==> src/rtl/setpoint_pkg.sv <==
package setpoint_pkg;
  localparam int SMP_W   = 10;
  localparam int NUM_SMP = 8;
  localparam int OUT_W   = 8;
  localparam int PROD_W  = 17;

  typedef enum logic {PH_FREQ = 1'b0, PH_WIDTH = 1'b1} phase_t;
endpackage

==> src/rtl/sample_accum.sv <==
module sample_accum #(
  parameter int DW  = 10,
  parameter int NUM = 8,
  localparam int CNT_W = $clog2(NUM),
  localparam int ACC_W = DW + CNT_W
) (
  input  logic             clk,
  input  logic             rst_n,
  input  logic             en,
  input  logic [DW-1:0]    din,
  output logic [ACC_W-1:0] sum_nxt,
  output logic             last
);
  logic [ACC_W-1:0] acc_q, acc_d;
  logic [CNT_W-1:0] cnt_q, cnt_d;

  assign sum_nxt = acc_q + ACC_W'(din);
  assign last    = (cnt_q == CNT_W'(NUM - 1));

  always_comb begin
    acc_d = acc_q;
    cnt_d = cnt_q;
    if (en) begin
      acc_d = last ? '0 : sum_nxt;
      cnt_d = last ? '0 : cnt_q + CNT_W'(1);
    end
  end

  always_ff @(posedge clk or negedge rst_n) begin
    if (!rst_n) begin
      acc_q <= '0;
      cnt_q <= '0;
    end else if (en) begin
      acc_q <= acc_d;
      cnt_q <= cnt_d;
    end
  end


  acc_bound_chk: assert property (@(posedge clk) disable iff (!rst_n)
    int'(acc_q) <= int'(cnt_q) * ((1 << DW) - 1));
endmodule

==> src/rtl/duty_calc.sv <==
module duty_calc #(
  parameter int ACC_W  = 13,
  parameter int OUT_W  = 8,
  parameter int PROD_W = 17,
  localparam int TOP_SH = ACC_W - OUT_W,
  localparam int WID_SH = ACC_W - (OUT_W - 1),
  localparam int CMP_SH = OUT_W - 1
) (
  input  logic [ACC_W-1:0] fsum,
  input  logic [ACC_W-1:0] wsum,
  output logic [OUT_W-1:0] top,
  output logic [OUT_W-1:0] cmp
);
  logic [OUT_W-1:0]  top_raw;
  logic [OUT_W-2:0]  wid_avg;
  logic [PROD_W-1:0] prod;
  logic [OUT_W-1:0]  cmp_raw;

  always_comb begin
    top_raw = OUT_W'(fsum >> TOP_SH);
    wid_avg = (OUT_W-1)'(wsum >> WID_SH);
    prod    = PROD_W'(wid_avg) * PROD_W'(top_raw);
    cmp_raw = OUT_W'(prod >> CMP_SH);
    top     = (top_raw < OUT_W'(2)) ? OUT_W'(2) : top_raw;
    cmp     = (cmp_raw == '0) ? OUT_W'(1) : cmp_raw;
  end
endmodule

==> src/rtl/setpoint_scaler.sv <==
module setpoint_scaler
  import setpoint_pkg::*;
(
  input  logic             clk,
  input  logic             rst_n,
  input  logic             smp_valid,
  input  logic             smp_chan,
  input  logic [SMP_W-1:0] smp_data,
  output logic [OUT_W-1:0] top_val,
  output logic [OUT_W-1:0] cmp_val,
  output logic             upd
);
  localparam int ACC_W = SMP_W + $clog2(NUM_SMP);

  phase_t           phase_q, phase_d;
  logic [ACC_W-1:0] fhold_q, fhold_d;
  logic [OUT_W-1:0] top_q, top_d, cmp_q, cmp_d;
  logic             upd_q, upd_d;
  logic             acc_en, grp_end, f_done, w_done;
  logic [ACC_W-1:0] sum_nxt;
  logic [OUT_W-1:0] top_c, cmp_c;

  assign acc_en  = smp_valid && (smp_chan == phase_q);
  assign f_done  = acc_en && grp_end && (phase_q == PH_FREQ);
  assign w_done  = acc_en && grp_end && (phase_q == PH_WIDTH);

  sample_accum #(.DW(SMP_W), .NUM(NUM_SMP)) u_accum (
    .clk(clk), .rst_n(rst_n), .en(acc_en), .din(smp_data),
    .sum_nxt(sum_nxt), .last(grp_end)
  );

  duty_calc #(.ACC_W(ACC_W), .OUT_W(OUT_W), .PROD_W(PROD_W)) u_calc (
    .fsum(fhold_q), .wsum(sum_nxt), .top(top_c), .cmp(cmp_c)
  );

  always_comb begin
    phase_d = phase_q;
    fhold_d = fhold_q;
    top_d   = top_q;
    cmp_d   = cmp_q;
    upd_d   = w_done;
    if (f_done) begin
      fhold_d = sum_nxt;
      phase_d = PH_WIDTH;
    end
    if (w_done) begin
      top_d   = top_c;
      cmp_d   = cmp_c;
      phase_d = PH_FREQ;
    end
  end

  always_ff @(posedge clk or negedge rst_n) begin
    if (!rst_n) begin
      phase_q <= PH_FREQ;
      fhold_q <= '0;
      top_q   <= '0;
      cmp_q   <= '0;
      upd_q   <= 1'b0;
    end else begin
      phase_q <= phase_d;
      upd_q   <= upd_d;
      if (f_done) fhold_q <= fhold_d;
      if (w_done) begin
        top_q <= top_d;
        cmp_q <= cmp_d;
      end
    end
  end

  assign top_val = top_q;
  assign cmp_val = cmp_q;
  assign upd     = upd_q;


  upd_pulse_chk: assert property (@(posedge clk) disable iff (!rst_n)
    upd_q |=> !upd_q);

  hold_chk: assert property (@(posedge clk) disable iff (!rst_n)
    !upd_q |-> ($stable(top_q) && $stable(cmp_q)));

  top_floor_chk: assert property (@(posedge clk) disable iff (!rst_n)
    upd_q |-> top_q >= OUT_W'(2));

  cmp_floor_chk: assert property (@(posedge clk) disable iff (!rst_n)
    upd_q |-> (cmp_q != '0) && (cmp_q < top_q));

  wrong_tag_chk: assert property (@(posedge clk) disable iff (!rst_n)
    (smp_valid && (smp_chan != phase_q)) |=> $stable(phase_q));
endmodule

==> config.mk <==
export PLATFORM = sky130hd
export DESIGN_NAME = setpoint_scaler
export DESIGN_NICKNAME = d
export VERILOG_FILES = /design/src/rtl/setpoint_pkg.sv /design/src/rtl/sample_accum.sv /design/src/rtl/duty_calc.sv /design/src/rtl/setpoint_scaler.sv
export SDC_FILE = /design/constraint.sdc
export NUM_CORES = 1
export LEC_CHECK = 0
export BUFFER_PORTS_ARGS = -buffer_cell sky130_fd_sc_hd__buf_2
export CORE_MARGIN = 2
export CORE_UTILIZATION = 30
export CTS_CLUSTER_DIAMETER = 100
export DETAILED_ROUTE_END_ITERATION = 10
export MAX_ROUTING_LAYER = met4
export PLACE_DENSITY = 0.47
export SLEW_MARGIN = 30
export SYNTH_ARGS = -nofsm -noshare
export SYNTH_HDL_FRONTEND = slang
export SYNTH_SLANG_ARGS = --single-unit
==> constraint.sdc <==
create_clock -name clk -period 10.3 [get_ports clk]
set_input_delay 2.06 -clock clk [delete_from_list [all_inputs] [get_ports clk]]
set_output_delay 2.06 -clock clk [all_outputs]
set_load 0.01 [all_outputs]
# --- Word-level counts from Yosys, hierarchy flattened ---
# Index checks and enable logic that the tools add are counted.
totals:
  word_cells: 26
  output_inout_bits: 17
  latch_bits: 0
  register_bits: 47
  ram_bits: 0
  input_bits: 14
  rom_bits: 0
  n_memories: 0
op_classes:
  reduce_logical: 6
  eq_ne: 2
  order_cmp: 1
  add_sub_neg: 2
  div_mod_pow: 0
  shifts: 0
  bitwise: 1
  multipliers: 1
  n_mux: 6
op_table:
  columns: ["operator", "count"]
  rows:
  - ["$mux W8", 2]
  - ["$mul A7 B8 Y15", 1]
  - ["$add A13 B10 Y13", 1]
  - ["$mux W13", 1]
  - ["$logic_not A8 Y1", 1]
  - ["$lt A8 B2 Y1 const B", 1]
  - ["$logic_and A1 B1 Y1", 4]
  - ["$add A3 B1 Y3 const B", 1]
  - ["$eq A3 B3 Y1 const B", 1]
  - ["$mux W3", 1]
  - ["$mux W1", 2]
  - ["$reduce_bool A2 Y1", 1]
  - ["$eq A1 B1 Y1", 1]
  - ["$not A1 Y1", 1]

# --- Longest topological paths before layout ---
depth:
  word_depth: 6
  depth_mapped: 27
  depth_no_buf: 27

# --- Cells and area by module ---
# A second synthesis with hierarchy kept.
unflattened:
  hier_cells: 391
  area_unflattened_um2: 4246.6
modules_own_cells:
  columns: ["mod", "seq_area_each_um2", "area_per_inst_um2", "cells_each", "instances"]
  rows:
  - ["duty_calc", 0.0, 1843.0, 206, 1]
  - ["setpoint_scaler", 775.7, 1238.7, 69, 1]
  - ["sample_accum", 400.4, 1164.9, 116, 1]

# --- Worst setup path before layout ---
# OpenSTA, ideal clock, no wires.
synth_timing:
  path_type: "input-to-reg"
  start: "input smp_data[0]"
  end: "register cmp_q[0] (netlist: cmp_val[0])"
  path_stages: 23
  slack_ns: 2.247
  required_time_ns: 10.196
  setup_ns: 0.104
  arrival_ns: 7.949
  path_buffers: 0
  path_cell_list: "ha_1 > fa_1 > a211oi_1 > o21ai_1 > a21oi_1 > o21bai_1 > a21o_1 > a21oi_2 > o21ai_0 > a21boi_0 > fa_1 > fa_1 > fa_1 > inv_1 > fa_1 > inv_1 > ha_1 > nand3_1 > or2_2 > o2111ai_2 > o311ai_1 > or3_1 > o41ai_2"
synth_via:
  elab_chain_cells: 4
synth_lines:
  columns: ["element", "line_no", "text"]
  rows:
  - ["start, declared", "setpoint_scaler.sv:8", "input logic [SMP_W-1:0] smp_data,"]
  - ["$add A13 B10 Y13 *", "sample_accum.sv:17", "assign sum_nxt = acc_q + ACC_W'(din);"]
  - ["$mul A7 B8 Y15 *", "duty_calc.sv:22", "prod = PROD_W'(wid_avg) * PROD_W'(top_raw);"]
  - ["$logic_not A8 Y1", "duty_calc.sv:25", "cmp = (cmp_raw == '0) ? OUT_W'(1) : cmp_raw;"]
  - ["$mux W8 *", "duty_calc.sv:25", null]
  - ["end signal, assigned", "setpoint_scaler.sv:66", "cmp_q <= cmp_d;"]
  - ["end, declared", "setpoint_scaler.sv:17", "logic [OUT_W-1:0] top_q, top_d, cmp_q, cmp_d;"]
# Every way passes the cells marked *; elsewhere a longest branch is shown, timed or not.
# A chain may end at the register's enable or synchronous reset.

# --- Worst setup path in the final report ---
# Same ends and word-level chain as after synthesis.

==> impl_metrics.env <==
export IMPL_async_flop_share=1.00
export IMPL_wire_per_inst_um=15.1
export IMPL_hp_class="reg -> reg"
export IMPL_busiest_layer="met2"
export IMPL_met2_usage=0.233
export IMPL_cp_data_required_time_ns=10.48
export IMPL_drt_iter0_markers=128
export IMPL_worst_r2r_setup_slack_ns=3.19
export IMPL_insertedDiodeCount=0
export IMPL_cts_sinks=42
export IMPL_cts_hold_buffers_added=0
export IMPL_synth_top_family_by_area="adder cells"
export IMPL_htree_levels=2
export IMPL_start_util=0.310
export IMPL_yosys_top_cells_area="dfrtp_1, fa_1, ha_1, nand2_1, and2_1"
export IMPL_syn_nets=512
export IMPL_path_buf_inv=4
export IMPL_hold_violations=0
export IMPL_muxShareOfSynthArea=0.0162
export IMPL_worstSetupStartpointType="input pin"
export IMPL_cpPeakStageDelay_ns=0.55
export IMPL_fp_dieH_um=119
export IMPL_cap_violations=0
export IMPL_synth_xor_area_frac=0.0311
export IMPL_synthSimpleGateAreaFrac=0.202
export IMPL_synth_compound_area_share=0.155
export IMPL_drcViolationCount=0
export IMPL_drive_gt1_frac=0.116
export IMPL_grt_use_met3=0.0270
export IMPL_slew_headroom=0.382
export IMPL_cts_tree="built"
export IMPL_first_pass_iters=4
export IMPL_yosys_top_cells_count="nand2_1, ha_1, dfrtp_1"
export IMPL_fmax_ghz=0.116
export IMPL_yosys_area_top_type="dfrtp_1"
export IMPL_portBuffers=30
export IMPL_ys_seq_elements=42
export IMPL_synth_edff_count=0
export IMPL_area_growth_pct=11.3
export IMPL_netlist_area_um2=3940
export IMPL_skew_ns=0.00778
export IMPL_wl_um=9410
export IMPL_yosys_area_share_adder=0.284
export IMPL_final_antenna_net_count=0
export IMPL_rsz0062_at_grt="false"
export IMPL_dieArea_um2=14100
export IMPL_synthMostInstantiatedCell="nand2_1"
export IMPL_first_global_vias=3159
export IMPL_rows=41
export IMPL_slew_violations=0
export IMPL_run_status="complete, no violations"
export IMPL_core_area_um2=12700
export IMPL_dp_hpwl_um=7260
export IMPL_grt_pass1_wl_um=16200
export IMPL_cts_clk_slew_worst_paths_ns=0.06
export IMPL_nNetsFinal=535
export IMPL_grtUsageTotal=0.146
export IMPL_crit_fanout=8
export IMPL_routed_via_density=4.95
export IMPL_root_buffer="clkbuf_16"
export IMPL_cts_buffer_depth=2
export IMPL_post_route_period_util=0.835
export IMPL_io_pins=31
export IMPL_ys_seq_area_frac=0.267
export IMPL_ys_types=55
export IMPL_critical_path_class="in -> reg"
export IMPL_worstMarginPinSlew_ns=0.924
export IMPL_slowest_stage="fa_1"
export IMPL_fin_util=0.345
export IMPL_place_congestion=0.832
export IMPL_synth_top_area_frac=0.267
export IMPL_avgSynthCellArea_um2=9.25
export IMPL_postSynthCellCount=426
export IMPL_crit_top_cell="fa_1"
export IMPL_cp_data_arrival_time_ns=8.78
export IMPL_grtUsageMet1=0.195
export IMPL_grt_start_max_net_pins=43
export IMPL_yosysWarnings=0
export IMPL_crit_path_end_kind="register"
export IMPL_cts_setup_buffers=0
export IMPL_die_w_um=119
export IMPL_cts_buffers=5
export IMPL_critical_path_top_delay_family="adder cells"
export IMPL_setup_viol_count_final=0
export IMPL_fin_crit_ns=8.60
export IMPL_finalSetupTns_ns=0
export IMPL_vias=3082
export IMPL_clock_latency_ns=0.29
export IMPL_cts_resized=0
export IMPL_worst_hold_slack_ns=0.463
export IMPL_overflow=0
export IMPL_synth_ff_type="dfrtp_1"
export IMPL_grt_antenna_before_repair=0
final cells by class:
| class | count | area [um2] |
|---|---|---|
| fillers | 1372 | 8340 |
| multi-input cells | 344 | 2710 |
| flip-flops and latches | 42 | 1050 |
| well taps | 172 | 215 |
| repair buffers | 31 | 160 |
| clock buffers | 6 | 139 |
| inverters | 25 | 93.8 |
| clock inverters | 2 | 12.5 |
worst min-delay path, cell delays in order (launching register included):
cell and delay [ns]:
dfrtp_1 0.33, nand2_1 0.05, nand2_1 0.05
final timing paths:
check	start	endpoint	cells after the start
setup / recovery	smp_data[0]	cmp_val[0]$_DFFE_PN0P_	26
hold / removal	top_val[1]$_DFFE_PN0P_	top_val[1]$_DFFE_PN0P_	2
setup reg to reg	u_accum.acc_q[0]$_DFFE_PN0P_	cmp_val[0]$_DFFE_PN0P_	25
hold reg to reg	top_val[1]$_DFFE_PN0P_	top_val[1]$_DFFE_PN0P_	2
max in group asynchronous	rst_n	fhold_q[7]$_DFFE_PN0P_	1
min in group asynchronous	rst_n	top_val[0]$_DFFE_PN0P_	1
state kept, by name, indices dropped and copies added (netlist names):
name and count:
u_accum.acc_q 13, cmp_val 8, fhold_q 8, top_val 8, u_accum.cnt_q 3, phase_q 1
upd 1
stage by stage:
step	instance area [um2]	cells	setup slack (ns)
2_1_floorplan	3940	426	2.25
3_3_place_gp	4230	614	1.44
3_5_place_dp	4230	614	1.40
4_1_cts	4380	622	1.66
5_1_grt	4380	622	1.28
6_report	4380	622	1.70
logic make-up after synthesis:
family	after synthesis
AO/OA/AOI/OAI	89
adder cells (fa/ha/maj)	72
flip-flops	42
AND/OR/NAND/NOR	163
XOR/XNOR	14
buffers and inverters	40
multiplexers	6
cell usage in the layout (no fill, tap or decap), types with 4 or more instances in the layout:
| master | netlist | layout |
|---|---|---|
| ha_1 | 43 | 43 |
| xnor2_1 | 8 | 8 |
| a21boi_0 | 6 | 6 |
| nand3_1 | 6 | 6 |
| clkbuf_16 | 0 | 5 |
| a21oi_1 | 14 | 14 |
| o31ai_1 | 5 | 5 |
| xor2_1 | 6 | 6 |
| nor2_1 | 14 | 14 |
| nor2b_1 | 6 | 6 |
| nand2_1 | 76 | 76 |
| inv_1 | 25 | 25 |
| a21o_1 | 5 | 5 |
| a211oi_1 | 4 | 4 |
| a22o_1 | 5 | 5 |
| o21a_1 | 4 | 4 |
| buf_2 | 1 | 29 |
| fa_1 | 29 | 29 |
| dfrtp_1 | 42 | 42 |
| and2_1 | 35 | 35 |
| o21ai_0 | 23 | 23 |
| nand2b_1 | 8 | 8 |
| o21ai_1 | 4 | 4 |
routing by layer:
layer  vias up  part of all wire
li1       1507                 -
met1      1503              0.48
met3        14             0.041
met5         -                 0
met4         0             0.010
met2        58              0.46
Power is not shown: default switching activity piles up to over one toggle a cycle in this logic, so the estimate is an artifact.
